--- src/rtl/imm_ldst_pkg.sv ---
package imm_ldst_pkg;

  // Transfer size codes as they appear on req_size
  typedef enum logic [1:0] {
    SZ_BYTE = 2'b00,
    SZ_HALF = 2'b01,
    SZ_WORD = 2'b10,
    SZ_RSVD = 2'b11
  } acc_size_e;

endpackage

--- src/rtl/imm_ldst_check.sv ---
module imm_ldst_check
  import imm_ldst_pkg::*;
#(
  parameter int ADDR_W       = 32,
  parameter int IMM_W        = 10,
  parameter int IDX_W        = 4,
  parameter int LOW_REGS     = 8,
  parameter int LANE_BITS    = 2,
  parameter int SP_WORD_MAX  = 1020,
  parameter int REG_WORD_MAX = 124,
  parameter int HALF_MAX     = 62,
  parameter int BYTE_MAX     = 31
) (
  input  acc_size_e          size,
  input  logic               sp_base,
  input  logic [IDX_W-1:0]   rt,
  input  logic [IDX_W-1:0]   rn,
  input  logic [ADDR_W-1:0]  base,
  input  logic [IMM_W-1:0]   imm,
  output logic [ADDR_W-1:0]  eff_addr,
  output logic               bad_operand,
  output logic               misaligned
);

  localparam logic [IDX_W:0]   IDX_LIM  = (IDX_W+1)'(LOW_REGS);
  localparam logic [IMM_W-1:0] LIM_SPW  = IMM_W'(SP_WORD_MAX);
  localparam logic [IMM_W-1:0] LIM_REGW = IMM_W'(REG_WORD_MAX);
  localparam logic [IMM_W-1:0] LIM_HALF = IMM_W'(HALF_MAX);
  localparam logic [IMM_W-1:0] LIM_BYTE = IMM_W'(BYTE_MAX);

  logic idx_bad;
  logic range_ok;

  assign eff_addr = base + {{(ADDR_W-IMM_W){1'b0}}, imm};

  assign idx_bad = ({1'b0, rt} >= IDX_LIM) ||
                   (!sp_base && ({1'b0, rn} >= IDX_LIM));

  always_comb begin
    range_ok = 1'b0;
    case (size)
      SZ_WORD: range_ok = (imm[LANE_BITS-1:0] == '0) &&
                          (imm <= (sp_base ? LIM_SPW : LIM_REGW));
      SZ_HALF: range_ok = !sp_base && !imm[0] && (imm <= LIM_HALF);
      SZ_BYTE: range_ok = !sp_base && (imm <= LIM_BYTE);
      default: range_ok = 1'b0;
    endcase
  end

  assign bad_operand = idx_bad || !range_ok;

  always_comb begin
    case (size)
      SZ_WORD: misaligned = |eff_addr[LANE_BITS-1:0];
      SZ_HALF: misaligned = eff_addr[0];
      default: misaligned = 1'b0;
    endcase
  end

endmodule

--- src/rtl/imm_ldst_steer.sv ---
module imm_ldst_steer
  import imm_ldst_pkg::*;
#(
  parameter int DATA_W = 32,
  localparam int LANES = DATA_W / 8,
  localparam int LANE_BITS = $clog2(LANES)
) (
  input  acc_size_e             size,
  input  logic [LANE_BITS-1:0]  off,
  input  logic [DATA_W-1:0]     wdata,
  output logic [LANES-1:0]      be,
  output logic [DATA_W-1:0]     lane_data
);

  for (genvar i = 0; i < LANES; i++) begin : g_lane
    logic       l_be;
    logic [7:0] l_dat;

    always_comb begin
      case (size)
        SZ_BYTE: begin
          l_be  = (off == LANE_BITS'(i));
          l_dat = wdata[7:0];
        end
        SZ_HALF: begin
          l_be  = (off[LANE_BITS-1:1] == (LANE_BITS-1)'(i / 2));
          l_dat = wdata[8*(i%2) +: 8];
        end
        default: begin
          l_be  = 1'b1;
          l_dat = wdata[8*i +: 8];
        end
      endcase
    end

    assign be[i]              = l_be;
    assign lane_data[8*i +: 8] = l_dat;
  end

endmodule

--- src/rtl/imm_ldst_extract.sv ---
module imm_ldst_extract
  import imm_ldst_pkg::*;
#(
  parameter int DATA_W = 32,
  localparam int LANES = DATA_W / 8,
  localparam int LANE_BITS = $clog2(LANES)
) (
  input  acc_size_e             size,
  input  logic [LANE_BITS-1:0]  off,
  input  logic [DATA_W-1:0]     rdata,
  output logic [DATA_W-1:0]     value
);

  logic [DATA_W-1:0] shifted;

  assign shifted = rdata >> {off, 3'b000};

  always_comb begin
    case (size)
      SZ_BYTE: value = {{(DATA_W-8){1'b0}},  shifted[7:0]};
      SZ_HALF: value = {{(DATA_W-16){1'b0}}, shifted[15:0]};
      default: value = rdata;
    endcase
  end

endmodule

--- src/rtl/imm_ldst_unit.sv ---
module imm_ldst_unit
  import imm_ldst_pkg::*;
#(
  parameter int ADDR_W       = 32,
  parameter int DATA_W       = 32,
  parameter int IMM_W        = 10,
  parameter int IDX_W        = 4,
  parameter int LOW_REGS     = 8,
  parameter int RD_LAT       = 1,
  parameter int SP_WORD_MAX  = 1020,
  parameter int REG_WORD_MAX = 124,
  parameter int HALF_MAX     = 62,
  parameter int BYTE_MAX     = 31,
  localparam int LANES       = DATA_W / 8,
  localparam int LANE_BITS   = $clog2(LANES),
  localparam int REG_W       = $clog2(LOW_REGS)
) (
  input  logic               clk,
  input  logic               rst,
  input  logic               req_valid,
  input  logic               req_store,
  input  logic [1:0]         req_size,
  input  logic               req_sp_base,
  input  logic [IDX_W-1:0]   req_rt,
  input  logic [IDX_W-1:0]   req_rn,
  input  logic [ADDR_W-1:0]  req_base,
  input  logic [IMM_W-1:0]   req_imm,
  input  logic [DATA_W-1:0]  req_wdata,
  output logic               mem_req,
  output logic               mem_we,
  output logic [ADDR_W-1:0]  mem_addr,
  output logic [LANES-1:0]   mem_be,
  output logic [DATA_W-1:0]  mem_wdata,
  input  logic [DATA_W-1:0]  mem_rdata,
  output logic               wb_valid,
  output logic [REG_W-1:0]   wb_reg,
  output logic [DATA_W-1:0]  wb_data,
  output logic               illegal_op,
  output logic               align_fault
);

  typedef struct packed {
    logic                 vld;
    logic [REG_W-1:0]     rd;
    acc_size_e            sz;
    logic [LANE_BITS-1:0] off;
  } ld_meta_t;

  acc_size_e         size_in;
  logic [ADDR_W-1:0] eff_addr;
  logic              bad_operand;
  logic              misaligned;
  logic              go;
  logic [LANES-1:0]  be_d;
  logic [DATA_W-1:0] wdata_d;
  logic [DATA_W-1:0] ld_value;
  ld_meta_t          meta_d;
  ld_meta_t          lat_q [RD_LAT+1];

  assign size_in = acc_size_e'(req_size);

  imm_ldst_check #(
    .ADDR_W(ADDR_W), .IMM_W(IMM_W), .IDX_W(IDX_W), .LOW_REGS(LOW_REGS),
    .LANE_BITS(LANE_BITS), .SP_WORD_MAX(SP_WORD_MAX),
    .REG_WORD_MAX(REG_WORD_MAX), .HALF_MAX(HALF_MAX), .BYTE_MAX(BYTE_MAX)
  ) u_check (
    .size(size_in), .sp_base(req_sp_base), .rt(req_rt), .rn(req_rn),
    .base(req_base), .imm(req_imm), .eff_addr(eff_addr),
    .bad_operand(bad_operand), .misaligned(misaligned)
  );

  imm_ldst_steer #(.DATA_W(DATA_W)) u_steer (
    .size(size_in), .off(eff_addr[LANE_BITS-1:0]), .wdata(req_wdata),
    .be(be_d), .lane_data(wdata_d)
  );

  assign go = req_valid && !bad_operand && !misaligned;

  always_comb begin
    meta_d.vld = go && !req_store;
    meta_d.rd  = req_rt[REG_W-1:0];
    meta_d.sz  = size_in;
    meta_d.off = eff_addr[LANE_BITS-1:0];
  end

  // Issue stage: registered bus strobe and fault flags
  always_ff @(posedge clk) begin
    if (rst) begin
      mem_req     <= 1'b0;
      illegal_op  <= 1'b0;
      align_fault <= 1'b0;
    end else begin
      mem_req     <= go;
      illegal_op  <= req_valid && bad_operand;
      align_fault <= req_valid && !bad_operand && misaligned;
    end
  end

  // Bus payload carries no reset
  always_ff @(posedge clk) begin
    mem_we    <= req_store;
    mem_addr  <= eff_addr;
    mem_be    <= be_d;
    mem_wdata <= wdata_d;
  end

  // Load bookkeeping that follows the read through the RAM latency
  always_ff @(posedge clk) begin
    if (rst) lat_q[0] <= '0;
    else     lat_q[0] <= meta_d;
  end

  for (genvar k = 1; k <= RD_LAT; k++) begin : g_lat
    always_ff @(posedge clk) begin
      if (rst) lat_q[k] <= '0;
      else     lat_q[k] <= lat_q[k-1];
    end
  end

  imm_ldst_extract #(.DATA_W(DATA_W)) u_extract (
    .size(lat_q[RD_LAT].sz), .off(lat_q[RD_LAT].off),
    .rdata(mem_rdata), .value(ld_value)
  );

  always_ff @(posedge clk) begin
    if (rst) wb_valid <= 1'b0;
    else     wb_valid <= lat_q[RD_LAT].vld;
  end

  always_ff @(posedge clk) begin
    wb_reg  <= lat_q[RD_LAT].rd;
    wb_data <= ld_value;
  end

endmodule

--- config.mk ---
export PLATFORM = sky130hd
export DESIGN_NAME = imm_ldst_unit
export DESIGN_NICKNAME = d
export VERILOG_FILES = /design/src/rtl/imm_ldst_pkg.sv /design/src/rtl/imm_ldst_check.sv /design/src/rtl/imm_ldst_steer.sv /design/src/rtl/imm_ldst_extract.sv /design/src/rtl/imm_ldst_unit.sv
export SDC_FILE = /design/constraint.sdc
export NUM_CORES = 1
export LEC_CHECK = 0
export ABC_AREA = 0
export BUFFER_PORTS_ARGS = -buffer_cell sky130_fd_sc_hd__buf_4
export CORE_MARGIN = 4
export CORE_UTILIZATION = 50
export CTS_CLUSTER_DIAMETER = 200
export DETAILED_ROUTE_END_ITERATION = 12
export GPL_ROUTABILITY_DRIVEN = 0
export HOLD_SLACK_MARGIN = 0.15
export PLACE_DENSITY = 0.85
export SLEW_MARGIN = 20
export SYNTH_ARGS = -nofsm -noshare
export SYNTH_HDL_FRONTEND = slang
export SYNTH_HIERARCHICAL = 1
export SYNTH_SLANG_ARGS = --single-unit
export TNS_END_PERCENT = 20
--- constraint.sdc ---
create_clock -name clk -period 7.2 [get_ports clk]
set_clock_uncertainty 0.1 [all_clocks]
set_input_delay 1.8 -clock clk [delete_from_list [all_inputs] [get_ports clk]]
set_output_delay 1.8 -clock clk [all_outputs]
set_load 0.03 [all_outputs]
# After elaboration in Yosys (flattened, before gate mapping)
# Memory sizes are Yosys's and may differ from the RTL's.
# Cells that the tools add are included.
word_totals:
  input_bits: 121
  regBits: 108
  n_memories: 1
  mem_bits_rw: 16
op_classes:
  shifts: 1
  n_reduce_logical: 24
  eq_ne: 6
  bitwise: 3
  mux: 16
  magnitude_cmp: 5
  add_sub_neg: 1
mem_list:
  columns: ["name", "words", "width", "read_ports", "rd_ports_with_merged_regs", "wr", "line", "source"]
  rows:
  - ["lat_q", 2, 8, 2, 0, 2, "imm_ldst_unit.sv:58", "ld_meta_t lat_q [RD_LAT+1];"]
op_table:
  columns: ["operator", "count"]
  rows:
  - ["one-hot mux 32 bit (2 select lines)", 1]
  - ["adder 32 x 10 -> 32 bit", 1]
  - ["2-to-1 mux 8 bit", 4]
  - [">> shifter 32 x 5 -> 16 bit", 1]
  - ["one-hot mux 8 bit (2 select lines)", 1]
  - ["<= comparator 10 bit", 1]
  - ["<= comparator 10 x 5 -> 1 bit, second input constant", 1]
  - ["<= comparator 10 x 6 -> 1 bit, second input constant", 1]
  - ["logical AND 1 bit", 10]
  - ["2-to-1 mux 10 bit", 1]
  - ["one-hot mux 1 bit (2 select lines)", 5]
  - [">= comparator 4 bit, second input constant", 2]
  - ["zero test 2 bit", 4]
  - ["== test 2 x 1 -> 1 bit, second input constant", 3]
  - ["== test 2 bit, second input constant", 3]
  - ["zero test 1 bit", 6]
  - ["OR reduction 2 bit", 2]
  - ["2-to-1 mux 1 bit", 3]
  - ["one-hot mux 1 bit (3 select lines)", 1]
  - ["logical OR 1 bit", 2]
  - ["OR 1 bit", 2]
  - ["NOT 1 bit", 1]

# Logic depth before layout (Yosys ltp)
# Gate-level depths: netlist of run 1.
logic_depth:
  ltp_word: 11
  depth_mapped: 9
  ltp_nobuf: 9

# Hierarchy
# The synthesis of run 1 kept the hierarchy.
by_module_without_submodules:
  columns: ["mod", "seq_area_each_um2", "cells_per_inst", "instances", "area_each_um2"]
  rows:
  - ["imm_ldst_unit", 2482.4, 147, 1, 2643.8]
  - ["imm_ldst_check", 0.0, 158, 1, 1123.6]
  - ["imm_ldst_extract", 0.0, 84, 1, 615.6]
  - ["imm_ldst_steer", 0.0, 64, 1, 561.8]

# Worst setup path after synthesis of run 1
# Ideal clock, no wire load.
synth_path:
  kind: "input to register"
  start: "in req_base[0]"
  end: "reg mem_addr[18]"
  cell_stages: 7
  slack_ps: 3619
  arrival_time_ps: 3357
  setup_time_ps: 124
  path_buffers: 0
  cell_sequence: "ha_1 -> fa_1 -> a21oi_1 -> nor2_1 -> o211ai_1 -> a21oi_1 -> xor2_1"
synth_between:
  elab_chain_cells: 1
synth_lines:
  columns: ["element", "line", "source"]
  rows:
  - ["start: declaration", "imm_ldst_unit.sv:26", "input logic [ADDR_W-1:0] req_base,"]
  - ["adder 32 x 10 -> 32 bit", "imm_ldst_check.sv:34", "assign eff_addr = base + {{(ADDR_W-IMM_W){1'b0}}, imm};"]
  - ["named net eff_addr[18]", "imm_ldst_unit.sv:50", "logic [ADDR_W-1:0] eff_addr;"]
  - ["end signal: assignment", "imm_ldst_unit.sv:102", "mem_addr <= eff_addr;"]
  - ["end: declaration", "imm_ldst_unit.sv:31", "output logic [ADDR_W-1:0] mem_addr,"]
# The timed path passes the listed nets, and every way through them passes these cells.
# A chain may end at the register's enable or synchronous reset.

# Worst setup path after layout of run 1
# Ends and elaborated chain as after synthesis.

==> impl_results.md, run 1 <==
- Final net count: slightly above 800
- Setup CP Type: input port to register
- Layout cells sized above 1: 0.4279
- CTS Hold Buffers Added: 0
- YS warnings: 6
- Status: completed
- Worst path required time: approximately 7.5 ns
- R2r startpoint: lat_q[1][1]
- Worst vdd ir: 0.1537 mV
- Io pins: approximately 230
- Antenna Violating Nets Remaining: 0
- Post-route clock period utilization: 0.4963
- Hold Crit Class: register to register
- Slack of the worst reg-to-reg path: about 5.3 ns
- Cells after DPL: 781
- Min Tclk post-route: approximately 3.6 ns
- XOR/XNOR share of the synthesized area: 0.04960
- Final WL: around 13,000 um
- Initial antenna violation count: 0
- CP Capture Type: register
- Netlist Area Pre-Place: 4945 sq um
- Mux contribution to synthesized area: 0.07085
- Max-cap check violation count: 0
- Final setup vio count: 0
- Clock sink total: between 100 and 150
- Clk_lat worst skew: 0.50 ns
- Synth-to-Final Area Change: 45.60%
- Top_reg_cell synth: dfxtp_1
- Switching part of the total: 0.2592
- Worst path top cell family by delay: compound AO/OA/AOI/OAI gates
- Final Max Tran Viols: 0
- Worst Hold End: wb_reg[2]
- Crit path max-delay cell type: o211ai_1
- Most frequent CP cell: a21oi_1
- Congestion Overflow GR: 0
- Switching pwr: about 530 uW
- Power Density: between 200 and 300 nW/um^2
- Power share of the sequential group: 0.372
- Max Clk Rate: 279.8 MHz
- DRC errors left: 0
- H-tree depth: 4
- DR WL/cell: between 15 and 20 um
- Die width: ~110 um
- EDFF count, synth: 0
- Clock-pin transition on the worst setup and hold timing paths: 0.06 ns
- DRT iter0 DRCs: 155
- Largest family of logic cells by synthesized area: simple AND/OR/NAND/NOR gates
- Syn Nets: 592
- Async set-reset flop share out of synthesis: 0
- Total GRT Usage: 0.2323
- Top cell type's share of synthesized area: 0.5020
- Least-Margin Pin Slew: 0.9629 ns
- Startpoint types: input port
- Max FO, Critical Path: 8
- Via Count: between 4,000 and 5,000
- Worst Reg2Reg Path Length in Cells: 3
- Post-route cell area: a little over 7000 sq um
- Yosys reg bits: roughly 120
- Placed cell area: ~6500 sq um
- Hold_ws: around 0.23 ns
- Post-synthesis compound-gate area fraction: 0.1242
- First-pass GRT wire length: approximately 21,000 um
- Die area: roughly 12,000 sq um
- Clk buf depth: 2
- Adder-cell share of the synthesized area: 0.04706
- Placement row count: 36
- Combinational power share: 0.175
- Clock power frac: 0.452
- Core ar.: between 9000 and 10,000 sq um
- Slowest stage delay, CP: roughly 0.63 ns
- Syn avg cell area: about 11 sq um
- CP Data Arrival Time: between 3 and 4 ns
- Initial Utilization: 0.5106
- CTS tree: built
- Port Buffers: 225
- Largest net degree at the start of global routing: 34
- Top Registers: mem_addr (32), mem_wdata (32), wb_data (32)
- Final core occ: 0.7434
- Ant diodes: 0
- Setup TNS: 0 ns
- Synth area leader: dfxtp_1
- Simple-gate share of the synthesized area: 0.1432
- Register area share after synthesis: 0.5020
- Max transition margin: 0.3572
- Hold path depth: 0
- Initial DRT Pass Iterations: 4
- Clock root cell: clkbuf_8
- Non-Filler Instances: between 800 and 900
- R2r endpoint: wb_data[11]
- Post-CTS setup buffers: 0
- Die Y: 107.4 um
- Post-Syn Instances: roughly 450
- Synth unique cells: 60
- Worst path cell trace: buf_4 > ha_1 > fa_1 > a21oi_1 > nor2_1 > o211ai_1 > a21oi_1 > xor2_1
- Worst path buffer plus inverter count: 1
- Pint: about 1500 uW
- Area contributors post-synth: dfxtp_1, ha_1, xor2_1
- Vias in the first global route: 4,274
- Hold Crit Start: lat_q[1][6]
- Cts bufs inserted: 17
- Hold Fails Final Rpt: 0
- RSZ-0062 raised after global routing: false
- Post_cts resized: 0
- Vias per cell: 5.077
- Detail Placement HPWL: 10,180 um
- Leak: ~0.0034 uW
[synthesized netlist by cell type, types with 5 or more instances]
library cell and n:
nor3_1 10, nand4_1 5, mux2i_1 17, o2bb2ai_1 7
inv_1 15, ha_1 17, buf_6 8, a22o_1 7
a21oi_1 19, mux2_2 16, nor2b_1 16, xor2_1 21
nand3_1 6, nor2_1 9, xnor2_1 7, and2_1 16
o221ai_1 6, o21ai_2 8, buf_4 14, nand2_1 35
dfxtp_1 124
[area by class of cell]
| cell class | instances | area, sq um |
|---|---|---|
| clock buffer | 20 | 445.4 |
| clock inverter | 12 | 209.0 |
| fill | 688 | 2485 |
| inverter | 15 | 56.30 |
| multi-input combinational | 284 | 2151 |
| sequential | 124 | 2482 |
| tap | 133 | 166.4 |
| timing repair buffer | 225 | 1689 |
[power by group through the flow]
stage | registers, uW | clock network, uW | logic, uW
floorplan | 863 | 0 | 117
global placement | 772 | 0 | 349
detailed placement | 774 | 0 | 357
CTS | 760 | 942 | 359
global route | 765 | 977 | 381
finish | 760 | 923 | 358
[routing by layer]
metal / share of wire / global-route usage / up-vias
met1: 0.36 / 0.2435 / 1915
met5: 0 / 0 / -
li1: - / - / 1996
met4: 0.011 / 0.07394 / 0
met3: 0.11 / 0.09298 / 15
met2: 0.52 / 0.4231 / 202
[worst max-delay path by stage]
stage,start,end,slack [ns],cells past startpoint
6_report,req_base[0],mem_addr[18],3.63,8
5_1_grt,req_base[0],mem_addr[26],3.52,8
4_1_cts,req_base[0],mem_addr[18],3.67,8
3_5_place_dp,req_base[0],mem_addr[18],3.11,8
3_3_place_gp,req_base[0],mem_addr[18],3.20,8
2_1_floorplan,req_base[0],mem_addr[18],3.62,7
[cells in the final DEF (no fill, tap or decap), types with 3 or more instances in the layout]
master	instances
buf_4	225
dfxtp_1	124
nand2_1	35
xor2_1	21
a21oi_1	19
ha_1	17
mux2i_1	17
nor2b_1	16
clkbuf_16	16
and2_1	16
mux2_2	16
inv_1	15
nor3_1	10
nor2_1	9
o21ai_2	8
xnor2_1	7
o2bb2ai_1	7
a22o_1	7
nand3_1	6
o221ai_1	6
bufinv_16	5
nand4_1	5
nor4_1	4
o21bai_1	4
clkbuf_8	3
clkinv_4	3
a21o_1	3
o211ai_1	3
nor3b_1	3
o21ai_0	3
[cell families after synthesis]
logic type / Yosys count
and+or+nand+nor: 124
buffers and inverters: 45
xor gates and xnor gates: 28
AOI/OAI and AO/OA: 81
adders and majority gates: 18
muxes: 33
DFF: 124
[per-stage QoR]
| step | power, uW | setup slack [ns] |
|---|---|---|
| 2_1_floorplan | 979.9 | 3.619 |
| 3_3_place_gp | 1122 | 3.196 |
| 3_5_place_dp | 1130 | 3.112 |
| 4_1_cts | 2061 | 3.665 |
| 5_1_grt | 2123 | 3.524 |
| 6_report | 2041 | 3.626 |
Note: power is estimated with default switching activity, not from simulation.
==> run 2, diff against run 1 <==
Settings changed: ABC_AREA 0 to 1, CORE_UTILIZATION 50 to 49, PLACE_DENSITY 0.85 to 0.81.
Clock period 7.2 ns to 3.32 ns, I/O delays scaled along.
==> run 2 against run 1 <==
Net effect: area after synthesis increased by 15%; first-iteration DRC count grew 100%; cell count grew 42%; wire length grew 16%; total power up 110%; count of clock-buffer cells in the layout grew 5; critical path type unchanged; die area up 16%; sequential power increased by 120%; synthesized cell count grew 73%; critical path depth grew 1; worst setup slack worse by 2.4 ns; sequential cell count did not move.
==> impl_results.md, run 2 <==
- Vias in the first global route: 5,335 (+25%)
- Vias per cell: 4.826 (-5.0%)
- Final setup vio count: 0 (unchanged)
- Fillers: 951 (+38%)
- Detail Placement HPWL: 12,010 um (+18%)
- DRC errors left: 0 (unchanged)
- Layout cells sized above 1: 0.3046 (-0.1233)
- Switching pwr: 1189 uW (+120%)
- Largest net degree at the start of global routing: 31 (-8.8%)
- Startpoint types: input port
- Clock-pin transition on the worst setup and hold timing paths: 0.05 ns (about the same)
- Top-count cell post-synth: nand2_1
- Worst path top cell family by delay: adder cells
- Async set-reset flop share out of synthesis: 0 (unchanged)
- Top cell type's share of synthesized area: 0.4350 (-0.06703)
- Top Registers: mem_addr (32), mem_wdata (32), wb_data (32)
- Min Tclk post-route: 2.137 ns
- Post-Syn Instances: 782 (+73%)
- Worst path buffer plus inverter count: 1 (unchanged)
- Crit path launch: req_base[0]
- Least-Margin Pin Slew: 0.7476 ns (-0.2153 ns)
- Synth area leader: dfxtp_1
- Most frequent cells in the layout: nand2_1, buf_4, dfxtp_1
- Core ar.: 11,420 sq um (+18%)
- Initial DRT Pass Iterations: 5 (+1)
- Ant diodes: 0 (unchanged)
- Clk buf depth: 2 (unchanged)
- Hold Fails Final Rpt: 0 (unchanged)
- Max Clk Rate: about 470 MHz
- CP Data Arrival Time: 2.33 ns (-1.53 ns)
- Power Density: 540.1 nW/um^2 (+90%)
- Synth-to-Final Area Change: 38.96%
- Initial antenna violation count: 0 (unchanged)
- Max FO, Critical Path: 7 (-1)
- CP Capture Type: register
- Syn Nets: 921 (+56%)
- Area contributors post-synth: dfxtp_1, nand2_1, inv_1
- Final WL: 15,620 um (+16%)
- YS warnings: 6 (unchanged)
- Most frequent cells after synthesis: nand2_1, dfxtp_1, inv_1, nor2_1, nand3_1
- DRT iter0 DRCs: 317 (+100%)
- Total GRT Usage: 0.2335 (+0.001165)
- Clock root cell: clkbuf_16
- Post-route clock period utilization: 0.6436
- H-tree depth: 4 (unchanged)
- Slowest stage delay, CP: 0.42 ns (-0.21 ns)
- Status: completed
- Switching part of the total: 0.2775 (+0.01827)
- Slack of the worst reg-to-reg path: 1.50 ns (-3.79 ns)
- Post-CTS setup buffers: 0 (unchanged)
- Worst setup margin: 1.183 ns (-2.443 ns)
- R2r startpoint: lat_q[1][0]
- Port Buffers: 225 (unchanged)
- Leak: 0.004403 uW (+31%)
- Worst path required time: 3.51 ns (-3.98 ns)
- Commonest non-fill, non-tap cell in the layout: nand2_1
- Storage cell area: 2482 sq um (unchanged)
- Setup CP Type: input port to register
- Final core occ: 0.6945 (-0.04891)
- Die Y: 115.9 um (+7.9%)
- Clk_lat worst skew: 0.40 ns (-0.10 ns)
- CTS tree: built
- Post_cts resized: 0 (unchanged)
- Setup TNS: 0 ns (unchanged)
- Io pins: 229 (unchanged)
- Crit path max-delay cell type: fa_1
- Clock power frac: 0.416 (-0.036)
- Netlist Area Pre-Place: 5707 sq um (+15%)
- Worst path cell trace: buf_4 > ha_1 > fa_1 > nand2_1 > nand2_1 > and2_4 > nand3_1 > nand3_2 > xor2_1
- Initial Utilization: 0.4998 (-0.01081)
- Yosys reg bits: 124 (unchanged)
- EDFF count, synth: 0 (unchanged)
- RSZ-0062 raised after global routing: false
- Die area: 13,440 sq um (+16%)
- Cells after DPL: 1,123 (+44%)
- Max transition margin: 0.5009 (+0.1437)
- Hold Crit Class: register to register
- Syn avg cell area: 7.298 sq um (-33%)
- Worst vdd ir: 0.4198 mV (+170%)
- Top_reg_cell synth: dfxtp_1
- Antenna Violating Nets Remaining: 0 (unchanged)
- Final net count: 1,138 (+41%)
- Pint: 3094 uW (+100%)
- Hold Crit Start: lat_q[1][6]
- Clock sink total: 124 (unchanged)
- Non-Filler Instances: 1,154 (+42%)
- Congestion Overflow GR: 0 (unchanged)
- Max-cap check violation count: 0 (unchanged)
- Register area share after synthesis: 0.4350 (-0.06703)
- Via Count: 5,569 (+35%)
- DR WL/cell: 13.53 um (-18%)
- Most frequent CP cell: nand2_1
- Placement row count: 39 (+8.3%)
- Area of the multi-input gates: 2557 sq um (+19%)
- Cts bufs inserted: 17 (unchanged)
- Final Max Tran Viols: 0 (unchanged)
- Synth unique cells: 34 (-43%)
- Power share of the sequential group: 0.385 (+0.013)
- CTS Hold Buffers Added: 0 (unchanged)
- Placement Setup Slack: 0.7788 ns (-2.333 ns)
- Die width: 115.9 um (+7.9%)
- Combinational power share: 0.200 (+0.025)
- First-pass GRT wire length: 24,450 um (+18%)
==> run 2: final timing paths <==
check | endpoint | depth (start not counted)
min reg2reg | wb_reg[2] | 0
min | wb_reg[2] | 0
max | mem_addr[12] | 9
max reg2reg | wb_data[2] | 6
==> run 2: cells by family (layout without fill, tap and decap cells) <==
logic type / count (synthesis) / count (layout) / share of synthesized area
and+or+nand+nor: 459 / 459 / 0.3620
buffers and inverters: 143 / 372 / 0.1169
DFF: 124 / 124 / 0.4350
xor gates and xnor gates: 14 / 14 / 0.02149
AOI/OAI and AO/OA: 24 / 24 / 0.02390
adders and majority gates: 18 / 18 / 0.04078
==> run 2: power groups by stage <==
stage | registers, uW | logic [uW] | clock network, uW
final | 1650 | 856 | 1780
after global routing | 1660 | 926 | 1880
after CTS | 1650 | 858 | 1810
after detailed placement | 1680 | 853 | 0
after global placement | 1670 | 843 | 0
after floorplan | 1880 | 295 | 0
==> run 2: cell type report <==
class / count / area share
clock inverters: 6 / 0.007258
well taps: 143 / 0.02256
multi-input cells: 515 / 0.3225
clock buffers: 25 / 0.06627
inverters: 115 / 0.05443
repair buffers: 226 / 0.2139
flip-flops and latches: 124 / 0.3130
==> run 2: metal layers <==
| metal | wire length [um] | up-vias | share of wire | GRT usage |
|---|---|---|---|---|
| met5 | 0 | - | 0 | 0 |
| met3 | 1270 | 35 | 0.081 | 0.05692 |
| met1 | 6056 | 2499 | 0.39 | 0.2606 |
| li1 | - | 2809 | - | - |
| met4 | 508 | 0 | 0.033 | 0.1206 |
| met2 | 7781 | 226 | 0.50 | 0.4112 |
==> run 2: through the flow <==
step	power, uW	cell area (sq um)	hold slack, ns
finish	4283	7930	0.2249
detailed placement	2528	7347	0.2121
floorplan	2175	5707	0.2096
CTS	4313	7930	0.2246
global placement	2518	7347	0.2114
global route	4463	7930	0.2304
